$ cat src/rtl/qrg_pkg.sv
package qrg_pkg;
   typedef enum logic [2:0] {
      ST_START,
      ST_ON,
      ST_DEMAG,
      ST_WAIT,
      ST_FAULT
   } qrg_state_e;

   typedef enum logic [1:0] {
      FLT_NONE = 2'd0,
      FLT_OVP  = 2'd1,
      FLT_OCP  = 2'd2,
      FLT_OLP  = 2'd3
   } qrg_flt_e;
endpackage

$ cat src/rtl/qrg_on_timer.sv
module qrg_on_timer #(
   parameter int CW           = 17,
   parameter int LEB_CYC      = 28,
   parameter int TON_MIN_CYC  = 28,
   parameter int TON_MAX_FLY  = 440,
   parameter int TON_MAX_BUCK = 600,
   parameter bit BUCK         = 1'b0
) (
   input  logic          clk_i,
   input  logic          rst_i,
   input  logic          act_i,
   input  logic          pk_i,
   input  logic          ocp_i,
   input  logic          lvl_i,
   output logic [CW-1:0] t_o,
   output logic          end_o,
   output logic          ocp_flt_o,
   output logic          olp_flt_o
);
   localparam logic [CW-1:0] LEB_C  = CW'(LEB_CYC);
   localparam logic [CW-1:0] TMIN_C = CW'(TON_MIN_CYC);

   logic [CW-1:0] tmax;
   logic [CW-1:0] t_q;
   logic          seen_q;
   logic          unbl;
   logic          end_pk;
   logic          end_max;
   logic          seen_now;

   generate
      if (BUCK) begin : g_buck
         assign tmax = CW'(TON_MAX_BUCK);
      end else begin : g_fly
         assign tmax = CW'(TON_MAX_FLY);
      end
   endgenerate

   assign t_o      = t_q + CW'(1);
   assign unbl     = t_o > LEB_C;
   assign end_pk   = act_i && unbl && (t_o >= TMIN_C) && pk_i;
   assign end_max  = act_i && (t_o >= tmax);
   assign seen_now = seen_q || (unbl && (lvl_i || pk_i));
   assign end_o     = end_pk || end_max;
   assign ocp_flt_o = act_i && unbl && ocp_i;
   assign olp_flt_o = end_max && !end_pk && !seen_now;

   always_ff @(posedge clk_i) begin
      if (rst_i) begin
         t_q    <= '0;
         seen_q <= 1'b0;
      end else if (act_i) begin
         t_q    <= t_o;
         seen_q <= seen_now;
      end else begin
         t_q    <= '0;
         seen_q <= 1'b0;
      end
   end

   AST_TON_CEILING: assert property (@(posedge clk_i) disable iff (rst_i)
      act_i |-> t_o <= tmax);
endmodule

$ cat src/rtl/qrg_demag_timer.sv
module qrg_demag_timer #(
   parameter int CW      = 17,
   parameter int ZBLK_LV = 100,
   parameter int ZBLK_HV = 140,
   parameter bit HV      = 1'b0
) (
   input  logic          clk_i,
   input  logic          rst_i,
   input  logic          act_i,
   input  logic          zcd_i,
   input  logic          ovp_i,
   output logic [CW-1:0] d_o,
   output logic          zc_o,
   output logic          ovp_flt_o
);
   logic [CW-1:0] zblk;
   logic [CW-1:0] d_q;
   logic          unbl;

   generate
      if (HV) begin : g_hv
         assign zblk = CW'(ZBLK_HV);
      end else begin : g_lv
         assign zblk = CW'(ZBLK_LV);
      end
   endgenerate

   assign d_o       = d_q + CW'(1);
   assign unbl      = d_o > zblk;
   assign ovp_flt_o = act_i && unbl && ovp_i;
   assign zc_o      = act_i && unbl && zcd_i && !ovp_i;

   always_ff @(posedge clk_i) begin
      if (rst_i)      d_q <= '0;
      else if (act_i) d_q <= d_o;
      else            d_q <= '0;
   end

   AST_DEMAG_STEP: assert property (@(posedge clk_i) disable iff (rst_i)
      act_i && $past(act_i) |-> d_o == $past(d_o) + CW'(1));
endmodule

$ cat src/rtl/qrg_restart_tmr.sv
module qrg_restart_tmr #(
   parameter int RESTART_CYC = 50_000_000
) (
   input  logic clk_i,
   input  logic rst_i,
   input  logic act_i,
   output logic done_o
);
   localparam int RW = $clog2(RESTART_CYC + 1);
   localparam logic [RW-1:0] LIM_C = RW'(RESTART_CYC);

   logic [RW-1:0] r_q;
   logic [RW-1:0] r_nx;

   assign r_nx   = r_q + RW'(1);
   assign done_o = act_i && (r_nx >= LIM_C);

   always_ff @(posedge clk_i) begin
      if (rst_i)      r_q <= '0;
      else if (act_i) r_q <= r_nx;
      else            r_q <= '0;
   end

   AST_RESTART_BOUND: assert property (@(posedge clk_i) disable iff (rst_i)
      r_q <= LIM_C);
endmodule

$ cat src/rtl/qr_gate_ctrl.sv
module qr_gate_ctrl
   import qrg_pkg::*;
#(
   parameter int CNT_W        = 17,
   parameter int LEB_CYC      = 28,
   parameter int TON_MIN_CYC  = 28,
   parameter int TON_MAX_FLY  = 440,
   parameter int TON_MAX_BUCK = 600,
   parameter int PER_MIN_CYC  = 250,
   parameter int PER_MAX_CYC  = 80000,
   parameter int ZBLK_LV      = 100,
   parameter int ZBLK_HV      = 140,
   parameter int RESTART_CYC  = 50_000_000,
   parameter bit BUCK         = 1'b0,
   parameter bit HV           = 1'b0
) (
   input  logic             clk_i,
   input  logic             rst_i,
   input  logic [CNT_W-1:0] tgt_per_i,
   input  logic             pk_i,
   input  logic             ocp_i,
   input  logic             olp_lvl_i,
   input  logic             ovp_i,
   input  logic             zcd_i,
   output logic             gate_o,
   output logic [CNT_W-1:0] ton_o,
   output logic [CNT_W-1:0] tdm_o,
   output logic             cyc_vld_o,
   output logic [1:0]       flt_o
);
   localparam logic [CNT_W-1:0] PMIN_C = CNT_W'(PER_MIN_CYC);
   localparam logic [CNT_W-1:0] PMAX_C = CNT_W'(PER_MAX_CYC);
   localparam logic [CNT_W-1:0] TMIN_C = CNT_W'(TON_MIN_CYC);
   localparam logic [CNT_W-1:0] LEB_C  = CNT_W'(LEB_CYC);
   localparam logic [CNT_W-1:0] TMAX_C = CNT_W'(BUCK ? TON_MAX_BUCK : TON_MAX_FLY);

   generate
      if (TON_MIN_CYC < 1 || TON_MIN_CYC > TON_MAX_FLY || TON_MIN_CYC > TON_MAX_BUCK) begin : g_bad_ton
         $error("on-time floor must be positive and below both ceilings");
      end
      if (LEB_CYC >= TON_MAX_FLY || LEB_CYC >= TON_MAX_BUCK) begin : g_bad_leb
         $error("blanking must end before the on-time ceiling");
      end
      if (PER_MIN_CYC > PER_MAX_CYC || PER_MAX_CYC >= 2**CNT_W) begin : g_bad_per
         $error("period window does not fit the counter width");
      end
      if (TON_MAX_FLY >= PER_MAX_CYC || TON_MAX_BUCK >= PER_MAX_CYC) begin : g_bad_mix
         $error("on-time ceiling must be shorter than the longest period");
      end
   endgenerate

   qrg_state_e       state_q;
   qrg_flt_e         flt_q;
   logic [CNT_W-1:0] p_q;
   logic [CNT_W-1:0] p;
   logic [CNT_W-1:0] te;
   logic             gate_q;
   logic [CNT_W-1:0] ton_q;
   logic [CNT_W-1:0] tdm_q;
   logic             vld_q;

   logic [CNT_W-1:0] t_cur;
   logic             on_end;
   logic             ocp_f;
   logic             olp_f;
   logic [CNT_W-1:0] d_cur;
   logic             zc_ok;
   logic             ovp_f;
   logic             rs_done;

   qrg_on_timer #(
      .CW(CNT_W), .LEB_CYC(LEB_CYC), .TON_MIN_CYC(TON_MIN_CYC),
      .TON_MAX_FLY(TON_MAX_FLY), .TON_MAX_BUCK(TON_MAX_BUCK), .BUCK(BUCK)
   ) u_on (
      .clk_i(clk_i), .rst_i(rst_i), .act_i(state_q == ST_ON),
      .pk_i(pk_i), .ocp_i(ocp_i), .lvl_i(olp_lvl_i),
      .t_o(t_cur), .end_o(on_end), .ocp_flt_o(ocp_f), .olp_flt_o(olp_f)
   );

   qrg_demag_timer #(
      .CW(CNT_W), .ZBLK_LV(ZBLK_LV), .ZBLK_HV(ZBLK_HV), .HV(HV)
   ) u_dm (
      .clk_i(clk_i), .rst_i(rst_i), .act_i(state_q == ST_DEMAG),
      .zcd_i(zcd_i), .ovp_i(ovp_i),
      .d_o(d_cur), .zc_o(zc_ok), .ovp_flt_o(ovp_f)
   );

   qrg_restart_tmr #(
      .RESTART_CYC(RESTART_CYC)
   ) u_rs (
      .clk_i(clk_i), .rst_i(rst_i), .act_i(state_q == ST_FAULT), .done_o(rs_done)
   );

   assign p = p_q + CNT_W'(1);

   always_comb begin
      te = tgt_per_i;
      if (te < PMIN_C)      te = PMIN_C;
      else if (te > PMAX_C) te = PMAX_C;
   end

   always_ff @(posedge clk_i) begin
      if (rst_i) begin
         state_q <= ST_START;
         flt_q   <= FLT_NONE;
         p_q     <= '0;
         gate_q  <= 1'b0;
         ton_q   <= '0;
         tdm_q   <= '0;
         vld_q   <= 1'b0;
      end else begin
         vld_q <= 1'b0;
         p_q   <= (p >= PMAX_C) ? PMAX_C : p;
         case (state_q)
            ST_START: begin
               state_q <= ST_ON;
               gate_q  <= 1'b1;
               p_q     <= '0;
            end
            ST_ON: begin
               if (ocp_f || olp_f) begin
                  state_q <= ST_FAULT;
                  gate_q  <= 1'b0;
                  flt_q   <= ocp_f ? FLT_OCP : FLT_OLP;
               end else if (on_end) begin
                  state_q <= ST_DEMAG;
                  gate_q  <= 1'b0;
                  ton_q   <= t_cur;
               end
            end
            ST_DEMAG: begin
               if (ovp_f) begin
                  state_q <= ST_FAULT;
                  flt_q   <= FLT_OVP;
               end else if (zc_ok || p >= PMAX_C) begin
                  tdm_q <= d_cur;
                  if (p >= te) begin
                     state_q <= ST_ON;
                     gate_q  <= 1'b1;
                     p_q     <= '0;
                     vld_q   <= 1'b1;
                  end else begin
                     state_q <= ST_WAIT;
                  end
               end
            end
            ST_WAIT: begin
               if ((zcd_i && p >= te) || p >= PMAX_C) begin
                  state_q <= ST_ON;
                  gate_q  <= 1'b1;
                  p_q     <= '0;
                  vld_q   <= 1'b1;
               end
            end
            ST_FAULT: begin
               p_q <= '0;
               if (rs_done) begin
                  state_q <= ST_ON;
                  gate_q  <= 1'b1;
                  flt_q   <= FLT_NONE;
               end
            end
            default: state_q <= ST_START;
         endcase
      end
   end

   assign gate_o    = gate_q;
   assign ton_o     = ton_q;
   assign tdm_o     = tdm_q;
   assign cyc_vld_o = vld_q;
   assign flt_o     = flt_q;

   AST_TON_WINDOW: assert property (@(posedge clk_i) disable iff (rst_i)
      $fell(gate_o) && flt_o == 2'd0 |-> ton_o >= TMIN_C && ton_o <= TMAX_C);
   AST_LEB_HELD: assert property (@(posedge clk_i) disable iff (rst_i)
      $fell(gate_o) && flt_o == 2'd0 && ton_o < TMAX_C |-> ton_o > LEB_C);
   AST_PER_WINDOW: assert property (@(posedge clk_i) disable iff (rst_i)
      cyc_vld_o |-> $past(p) >= PMIN_C && $past(p) <= PMAX_C);
   AST_FLT_GATE_LOW: assert property (@(posedge clk_i) disable iff (rst_i)
      flt_o != 2'd0 |-> !gate_o);
   AST_FLT_CODE_HELD: assert property (@(posedge clk_i) disable iff (rst_i)
      flt_o != 2'd0 && $past(flt_o) != 2'd0 |-> flt_o == $past(flt_o));
   AST_VLD_ON_RISE: assert property (@(posedge clk_i) disable iff (rst_i)
      cyc_vld_o |-> $rose(gate_o));
endmodule

$ cat config.mk
export PLATFORM = sky130hd
export DESIGN_NAME = qr_gate_ctrl
export DESIGN_NICKNAME = d
export VERILOG_FILES = /design/src/rtl/qrg_pkg.sv /design/src/rtl/qrg_on_timer.sv /design/src/rtl/qrg_demag_timer.sv /design/src/rtl/qrg_restart_tmr.sv /design/src/rtl/qr_gate_ctrl.sv
export SDC_FILE = /design/constraint.sdc
export NUM_CORES = 1
export LEC_CHECK = 0
export ABC_AREA = 1
export BUFFER_PORTS_ARGS = -buffer_cell sky130_fd_sc_hd__buf_2
export CAP_MARGIN = 20
export CELL_PAD_IN_SITES_DETAIL_PLACEMENT = 0
export CELL_PAD_IN_SITES_GLOBAL_PLACEMENT = 1
export CORE_ASPECT_RATIO = 1.2
export CORE_MARGIN = 1.5
export CORE_UTILIZATION = 40
export DETAILED_ROUTE_END_ITERATION = 10
export PLACE_DENSITY = 0.88
export SYNTH_ARGS = -nofsm -noshare
export SYNTH_HDL_FRONTEND = slang
export SYNTH_SLANG_ARGS = --single-unit
$ cat constraint.sdc
create_clock -name clk_i -period 4.1 [get_ports clk_i]
set_input_delay 0.82 -clock clk_i [delete_from_list [all_inputs] [get_ports clk_i]]
set_output_delay 0.82 -clock clk_i [all_outputs]
set_load 0.01 [all_outputs]
==> flow_metrics.py, run 1 <==
metrics = {
    "timing": {
        "max_clock_freq_ghz": 0.281,
        "finalWorstSetupSlack_ps": 542,
        "final_hold_viol_count": 0,
        "slew_violations": 0,
        "fin_tns_setup_ps": 0,
        "finalCritPeriodShare_pct": 86.8,
        "setup_viol": 0,
        "rsz0062_at_grt": "no",
        "maxSlewHeadroom_pct": 55.1,
        "finClkSkew_ps": 11.4,
        "period_minus_slack_ps": 3560,
        "tightest_slew_ps": 673,
    },
    "synth": {
        "synth-seq-cells": 119,
        "synth_cell_types": 43,
        "seq_area_frac_synth_pct": 34.6,
        "synthArstFlopShare_pct": 0,
        "synthCells": 1044,
        "synth_nets": 1091,
        "yosysWarnings": 0,
        "synth-edff-count": 0,
        "synth_area_per_cell_um2": 6.59,
        "synth_ff_type": "dfxtp_1",
        "syn_area_um2": 6880,
    },
    "floorplan": {
        "die_height_um": 147,
        "start_util_pct": 40.8,
        "dieArea_um2": 18000,
        "boundaryPins": 62,
        "num_rows": 52,
        "coreArea_um2": 16900,
        "die_x_um": 123,
    },
    "finish": {
        "final_cell_mix": "275 x nand2_1, 188 x nor2_1, 125 x inv_1",
        "postLayoutCoreUtil_pct": 47.2,
        "nFillCells": 1723,
        "final_layout_size_suffix_gt1_share_pct": 14.3,
        "nets": 1159,
        "syn_to_final_growth_pct": 15.8,
        "post-route-cell-area_um2": 7960,
        "layout_commonest_cell": "nand2_1",
        "fin_cells": 1342,
    },
    "global_route": {
        "grt-ovfl-total": 0,
        "grt_pass1_vias": 5980,
        "track_usage_pct": 18.7,
        "grt_antenna_before_repair": 1,
        "grt_start_max_net_pins": 31,
        "grt_pass1_wl_um": 27000,
    },
    "place": {
        "dp_hpwl_um": 12300,
        "numPortBuffers": 61,
        "placed_cell_area_um2": 7360,
        "dp_cells": 1309,
        "preCtsSetupSlack_ps": 110,
        "gp_congestion": 0.840,
    },
    "run_status": {
        "status": "finished clean",
    },
    "clocking": {
        "clockRootBuffer": "clkbuf_16",
        "hold_buffers": 0,
        "clock-sinks": 119,
        "clk_pin_slew_worst_paths_ps": 50,
        "h-tree-depth": 4,
        "cts_buffers": 17,
        "cts.path.max_buffers": 2,
        "cts_tree": "done",
        "clock_latency_ps": 420,
        "post_cts_buffers": 0,
        "post_cts_resized": 0,
    },
    "critical_path": {
        "cp-start-kind": "primary input",
        "critical_path_class": "in2reg",
        "path_max_fanout": 17,
        "cp.arrival_ps": 3870,
        "critPathCaptureType": "register",
        "cp.required_ps": 4420,
        "rrSetupSlack_ps": 610,
    },
    "routing": {
        "viasPerCell": 4.78,
        "drt-wirelength-per-cell_um": 12.1,
        "wl_met3_um": 375,
        "wl_met1_um": 7540,
        "wl_met2_um": 7980,
        "post-route-drc-count": 0,
        "drt_iter0_drc": 328,
        "vias": 6416,
        "highest_layer": "met4",
        "totalWireLength_um": 16200,
        "drt-pass1-iter-count": 4,
        "final_antenna_net_count": 0,
    },
    "power": {
        "power-per-cell-area_nw_per_um2": 396,
        "p_leak_nw": 3.30,
        "vdd_drop_max_mv": 0.309,
    },
    "run": {
        "drv_cap": 0,
    },
    "hold_path": {
        "hp-class": "reg2reg",
    },
}
[routing by layer]
metal | vias to the layer above | GRT usage, %
met1 | 2868 | 22.8
met4 | 0 | 6.63
li1 | 3471 | -
met2 | 57 | 32.2
met3 | 20 | 3.67
met5 | - | 0
[critical path: stages]
cell	delay, ps
buf_2	110
nor2_1	130
inv_1	50
nor3_1	130
a21oi_1	90
nor4_1	200
nor2_1	70
o21ai_1	120
buf_4	170
inv_1	90
nor2_1	120
ha_1	260
nand2_1	80
inv_1	40
o21ai_0	70
nand2_1	70
a21oi_1	130
nand4_1	220
nor2_1	230
a21oi_1	60
nand3_1	110
nor2_4	50
buf_4	200
nor3b_1	240
[cells by family after synthesis]
| kind of cell | count (synthesis) | share of synthesized area, % |
|---|---|---|
| flip-flops | 119 | 34.6 |
| adder cells (fa/ha/maj) | 23 | 4.18 |
| AND/OR/NAND/NOR | 634 | 41.1 |
| AO/OA/AOI/OAI | 99 | 8.24 |
| XOR/XNOR | 21 | 2.78 |
| buffers and inverters | 148 | 9.01 |
[synthesized netlist by cell type (11+ instances only)]
| cell type | instances | area (um2) |
|---|---|---|
| nor2_1 | 188 | 706 |
| o21ai_0 | 14 | 70.1 |
| xor2_1 | 14 | 123 |
| nand2_2 | 14 | 87.6 |
| ha_1 | 23 | 288 |
| nand4_1 | 30 | 188 |
| nor3_1 | 14 | 70.1 |
| nand3_1 | 63 | 315 |
| a21oi_2 | 11 | 96.3 |
| nand2_1 | 275 | 1030 |
| a21oi_1 | 47 | 235 |
| inv_1 | 125 | 469 |
| dfxtp_1 | 119 | 2380 |
| o21ai_1 | 17 | 85.1 |
[flip-flops by register name (all words and copies together), names as in the netlist]
name and cells:
cyc_vld_o 1, flt_o 2, gate_o 1, p_q 17
state_q 3, tdm_o 17, ton_o 17, u_dm.d_q 17
u_on.seen_q 1, u_on.t_q 17, u_rs.r_q 26
[layout make-up]
cell class                 instances  area, um2  area share, %
tap                              216        270           3.40
antenna                            1       2.50         0.0314
clock inverter                     7       91.3           1.15
multi-input combinational        777       3870           48.7
inverter                         132        498           6.26
sequential                       119       2380           29.9
clock buffer                      25        505           6.35
timing repair buffer              65        335           4.21
[metrics by stage]
step	total power, mW	hold slack, ps
2_1_floorplan	1.58	445
3_3_place_gp	1.68	452
3_5_place_dp	1.69	457
4_1_cts	3.19	468
5_1_grt	3.30	480
6_report	3.15	463
[worst paths after layout]
path                                              end                   from  depth (start not counted)
worst max-delay path                p_q[2]$_SDFF_PP0_           tgt_per_i[2]                         24
worst max register to register      p_q[2]$_SDFF_PP0_      p_q[0]$_SDFF_PP0_                         16
worst min register to register  tdm_o[5]$_SDFFE_PP0P_  tdm_o[5]$_SDFFE_PP0P_                          2
worst min-delay path            tdm_o[5]$_SDFFE_PP0P_  tdm_o[5]$_SDFFE_PP0P_                          2
[report_power, final]
group / switching, mW / internal [mW]
Combinational: 0.283 / 0.142
Clock: 0.523 / 0.973
Sequential: 0.0399 / 1.19
Total: 0.846 / 2.31
Note: power is estimated with default switching activity, not from simulation.
==> inputs of run 2 (changes only) <==
- MAX_ROUTING_LAYER: not set -> met4
==> run 2 against run 1 <==
Net effect:
- non-clock buffer count did not move
- setup slack worse by 9.5 ps
- highest routed layer unchanged
- power is essentially flat
- register-to-register slack barely moved
- combinational power about the same
- utilization stayed put
- critical path type unchanged
- via count decreased by 0.92%
- global-route usage up 0.55 points
- die area did not move
- critical path depth unchanged
==> flow_metrics.py, run 2 (same netlist as run 1, synthesis figures left out) <==
metrics = {
    "routing": {
        "post-route-drc-count": 0,
        "final_antenna_net_count": 0,
        "vias": 6357,
        "drt_iter0_drc": 341,
        "viasPerCell": 4.74,
        "totalWireLength_um": 16200,
        "drt-wirelength-per-cell_um": 12.1,
        "drt-pass1-iter-count": 5,
    },
    "power": {
        "power.total_mw": 3.15,
        "power-per-cell-area_nw_per_um2": 396,
        "p_leak_nw": 3.30,
        "vdd_drop_max_mv": 0.306,
    },
    "critical_path": {
        "cp_common_cell": "nor2_1",
        "critPathCaptureType": "register",
        "path_max_fanout": 17,
        "slowest_stage": "ha_1",
        "cp-start-kind": "primary input",
        "reg2reg_depth": 16,
        "critical_path_class": "in2reg",
        "crit_chain": "buf_2, nor2_1, inv_1, nor3_1, a21oi_1, nor4_1, nor2_1, o21ai_1, buf_4, inv_1, nor2_1, ha_1, nand2_1, inv_1, o21ai_0, nand2_1, a21oi_1, nand4_1, nor2_1, a21oi_1, nand3_1, nor2_4, buf_4, nor3b_1",
        "cp.arrival_ps": 3870,
        "max_stage_delay_ps": 260,
        "cp.required_ps": 4410,
    },
    "clocking": {
        "hold_buffers": 0,
        "cts.path.max_buffers": 2,
        "cts_tree": "done",
        "clk_pin_slew_worst_paths_ps": 50,
        "clockRootBuffer": "clkbuf_16",
        "post_cts_resized": 0,
        "clock_latency_ps": 410,
        "post_cts_buffers": 0,
        "cts_buffers": 17,
        "h-tree-depth": 4,
        "clock-sinks": 119,
    },
    "floorplan": {
        "boundaryPins": 62,
        "die_height_um": 147,
        "dieArea_um2": 18000,
        "start_util_pct": 40.8,
        "die_x_um": 123,
        "num_rows": 52,
        "coreArea_um2": 16900,
    },
    "place": {
        "numPortBuffers": 61,
        "gp_congestion": 0.853,
        "dp_hpwl_um": 12300,
    },
    "finish": {
        "nFillCells": 1723,
        "syn_to_final_growth_pct": 15.8,
        "largest_register": "u_rs.r_q",
        "final_cell_mix": "275 x nand2_1, 188 x nor2_1, 125 x inv_1",
        "final_layout_size_suffix_gt1_share_pct": 14.3,
        "layout_commonest_cell": "nand2_1",
        "nets": 1159,
        "largest_reg_flops": 26,
    },
    "global_route": {
        "grt_antenna_before_repair": 1,
        "grt_pass1_wl_um": 27000,
        "grt-ovfl-total": 0,
        "track_usage_pct": 19.2,
        "grt_start_max_net_pins": 31,
        "grt_pass1_vias": 5979,
    },
    "timing": {
        "final_hold_viol_count": 0,
        "maxSlewHeadroom_pct": 55.1,
        "slew_violations": 0,
        "finClkSkew_ps": 12.3,
        "fin_tns_setup_ps": 0,
        "tightest_slew_ps": 673,
        "setup_viol": 0,
        "period_minus_slack_ps": 3570,
        "finalCritPeriodShare_pct": 87.0,
        "max_clock_freq_ghz": 0.280,
        "rsz0062_at_grt": "no",
    },
    "run": {
        "drv_cap": 0,
    },
    "run_status": {
        "status": "finished clean",
    },
    "hold_path": {
        "hp-class": "reg2reg",
        "hold_depth": 2,
    },
}
## run 2: area by class of cell
type | instances | area [um2] | area share (%)
antenna | 1 | 2.50 | 0.0314
tap | 216 | 270 | 3.40
clock buffer | 25 | 505 | 6.35
inverter | 132 | 498 | 6.26
sequential | 119 | 2380 | 29.9
clock inverter | 7 | 91.3 | 1.15
timing repair buffer | 65 | 335 | 4.21
multi-input combinational | 777 | 3870 | 48.7
## run 2: worst paths after layout
| check | startpoint | to | slack [ps] |
|---|---|---|---|
| setup reg to reg | p_q[0]$_SDFF_PP0_ | p_q[2]$_SDFF_PP0_ | 600 |
| hold / removal | tdm_o[5]$_SDFFE_PP0P_ | tdm_o[5]$_SDFFE_PP0P_ | 460 |
| setup / recovery | tgt_per_i[2] | p_q[2]$_SDFF_PP0_ | 530 |
| hold reg to reg | tdm_o[5]$_SDFFE_PP0P_ | tdm_o[5]$_SDFFE_PP0P_ | 460 |
## run 2: through the flow
step | hold WS [ps] | instances | utilization (%) | instance area, um2 | worst slack [ps]
after floorplan | 445 | 1044 | - | 6880 | 530
after global placement | 452 | 1309 | 43.7 | 7360 | 328
after detailed placement | 457 | 1309 | 43.7 | 7360 | 110
after CTS | 468 | 1341 | 47.2 | 7960 | 542
after global routing | 480 | 1342 | 47.2 | 7960 | 7.02
final | 463 | 1342 | 47.2 | 7960 | 533
## run 2: critical path, delay by kind of cell
family                     cells  cell delay, ps
adders and majority gates      1             260
and+or+nand+nor               12            1660
buffers and inverters          6             670
AOI/OAI and AO/OA              5             470
## run 2: report_power, final
group	switching, mW	internal [mW]
Clock	0.522	0.974
Combinational	0.283	0.142
Sequential	0.0400	1.19
## run 2: layer usage
metal / global-route usage [%] / vias to the layer above / share of wire (%)
met3: 3.55 / 12 / 1.9
met1: 22.9 / 2820 / 47
li1: - / 3471 / -
met5: - / - / 0
met2: 32.2 / 54 / 50
met4: 6.63 / 0 / 1.4
==> inputs of run 3 (changes only) <==
- BUFFER_PORTS_ARGS: -buffer_cell sky130_fd_sc_hd__buf_2 -> -buffer_cell sky130_fd_sc_hd__buf_4
==> run 3 against run 2 <==
Net effect:
- non-clock buffer count unchanged
- critical endpoint is now p_q[12]$_SDFF_PP0_
- flip-flop and latch count did not move
- hold slack about the same
- combinational power increased by 4%
==> flow_metrics.py, run 3 (same netlist as run 1, synthesis figures left out) <==
metrics = {
    "clocking": {
        "cts_tree": "done",
        "cts.path.max_buffers": 2,
        "post_cts_buffers": 0,
        "clock-sinks": 119,
        "h-tree-depth": 4,
        "clk_pin_slew_worst_paths_ps": 50,
        "post_cts_resized": 0,
        "clock_latency_ps": 420,
        "hold_buffers": 0,
        "clockRootBuffer": "clkbuf_16",
        "cts_buffers": 17,
    },
    "global_route": {
        "grt_pass1_vias": 6079,
        "grt_antenna_before_repair": 0,
        "grt_pass1_wl_um": 27300,
        "track_usage_pct": 19.4,
        "grt_start_max_net_pins": 31,
        "grt-ovfl-total": 0,
    },
    "routing": {
        "totalWireLength_um": 16400,
        "vias": 6499,
        "viasPerCell": 4.85,
        "drt-pass1-iter-count": 5,
        "final_antenna_net_count": 0,
        "drt-wirelength-per-cell_um": 12.2,
        "post-route-drc-count": 0,
        "drt_iter0_drc": 339,
    },
    "place": {
        "dp_hpwl_um": 12400,
        "gp_congestion": 0.862,
        "placed_cell_area_um2": 7510,
        "numPortBuffers": 61,
    },
    "power": {
        "vdd_drop_max_mv": 0.337,
        "p_int_mw": 2.26,
        "power-per-cell-area_nw_per_um2": 385,
        "switching_share_pct": 27.3,
        "pwr-share-seq_pct": 39.6,
        "p_comb_share_pct": 14.2,
        "p_sw_uw": 849,
        "p_leak_nw": 3.30,
        "clkPwrFrac_pct": 46.1,
    },
    "floorplan": {
        "boundaryPins": 62,
        "die_height_um": 147,
        "dieArea_um2": 18000,
        "die_x_um": 123,
        "start_util_pct": 40.8,
        "num_rows": 52,
        "coreArea_um2": 16900,
    },
    "hold_path": {
        "hold_end": "ton_o[9]$_SDFFE_PP0P_",
        "holdCritStartpoint": "ton_o[9]$_SDFFE_PP0P_",
        "hp-class": "reg2reg",
        "hold_depth": 2,
    },
    "finish": {
        "final_cell_mix": "275 x nand2_1, 188 x nor2_1, 125 x inv_1",
        "largest_reg_flops": 26,
        "nets": 1159,
        "largest_register": "u_rs.r_q",
        "final_layout_size_suffix_gt1_share_pct": 14.3,
        "antennaDiodeCount": 0,
        "syn_to_final_growth_pct": 17.4,
        "post-route-cell-area_um2": 8080,
        "layout_commonest_cell": "nand2_1",
    },
    "critical_path": {
        "critical_path_class": "in2reg",
        "r2r_start": "p_q[0]$_SDFF_PP0_",
        "regToRegEndpoint": "p_q[12]$_SDFF_PP0_",
        "cp.required_ps": 4420,
        "cp-start-kind": "primary input",
        "reg2reg_depth": 16,
        "path_max_fanout": 17,
        "rrSetupSlack_ps": 690,
        "critPathCaptureType": "register",
        "cp.arrival_ps": 3830,
        "cp-startpoint": "tgt_per_i[2]",
    },
    "timing": {
        "finalCritPeriodShare_pct": 85.6,
        "max_clock_freq_ghz": 0.285,
        "tightest_slew_ps": 664,
        "maxSlewHeadroom_pct": 55.6,
        "slew_violations": 0,
        "fin_tns_setup_ps": 0,
        "rsz0062_at_grt": "no",
        "period_minus_slack_ps": 3510,
        "setup_viol": 0,
        "finClkSkew_ps": 8.73,
        "final_hold_viol_count": 0,
    },
    "run_status": {
        "status": "finished clean",
    },
    "run": {
        "drv_cap": 0,
    },
}
[run 3: cell types whose count changed in the layout (fill, tap and decap cells not counted)]
cell and delta:
buf_4 +61, clkinv_2 +3, clkinv_4 -1, clkbuf_8 -3, buf_2 -61, clkinvlp_4 +1, clkbuf_1 -2, diode_2 -1
[run 3: metal layers]
layer	track usage (%)	part of all wire, %	vias up
li1	-	-	3485
met1	23.4	46	2911
met2	32.3	49	76
met3	3.28	2.4	27
met4	7.09	2.0	0
met5	-	0	-
[run 3: worst max path at each step]
stage                                    end  slack [ps]  cells past startpoint
after detailed placement   p_q[2]$_SDFF_PP0_         190                     24
after global routing      p_q[12]$_SDFF_PP0_         100                     24
after global placement     p_q[1]$_SDFF_PP0_         310                     23
after floorplan            p_q[0]$_SDFF_PP0_         530                     22
after CTS                 p_q[12]$_SDFF_PP0_         590                     24
final                     p_q[12]$_SDFF_PP0_         590                     23
[run 3: area by class of cell]
type                    count  area [um2]
clock buffers              20         457
clock inverters            10         105
fillers                  1755        8780
inverters                 132         498
multi-input cells         777        3870
flip-flops and latches    119        2380
well taps                 216         270
repair buffers             65         488
[run 3: critical path: stages]
cell	delay, ps
buf_4	110
nor2_1	130
inv_1	50
nor3_1	120
a21oi_1	90
nor4_1	210
nor2_1	70
o21ai_1	110
buf_4	170
nand3_1	80
ha_1	310
a21oi_1	160
nor2_1	60
o21ai_0	140
nand3_1	90
nand2_1	60
nand4_1	150
nor2_1	230
a21oi_1	60
nand3_1	110
nor2_4	50
buf_4	200
a211oi_1	200
[run 3: stage by stage]
| stage | hold slack, ps | util [%] | std cells | setup WS, ps | power, mW |
|---|---|---|---|---|---|
| 6_report | 463 | 47.9 | 1339 | 590 | 3.11 |
| 3_5_place_dp | 458 | 44.6 | 1309 | 192 | 1.70 |
| 2_1_floorplan | 445 | - | 1044 | 530 | 1.58 |
| 4_1_cts | 467 | 47.9 | 1339 | 593 | 3.14 |
| 5_1_grt | 489 | 47.9 | 1339 | 103 | 3.25 |
| 3_3_place_gp | 453 | 44.6 | 1309 | 312 | 1.70 |
[run 3: power groups by stage]
stage,combinational (mW),sequential (mW),clock [mW]
floorplan,0.325,1.25,0
global placement,0.444,1.26,0
detailed placement,0.446,1.26,0
CTS,0.447,1.23,1.46
global route,0.511,1.24,1.50
finish,0.442,1.23,1.43
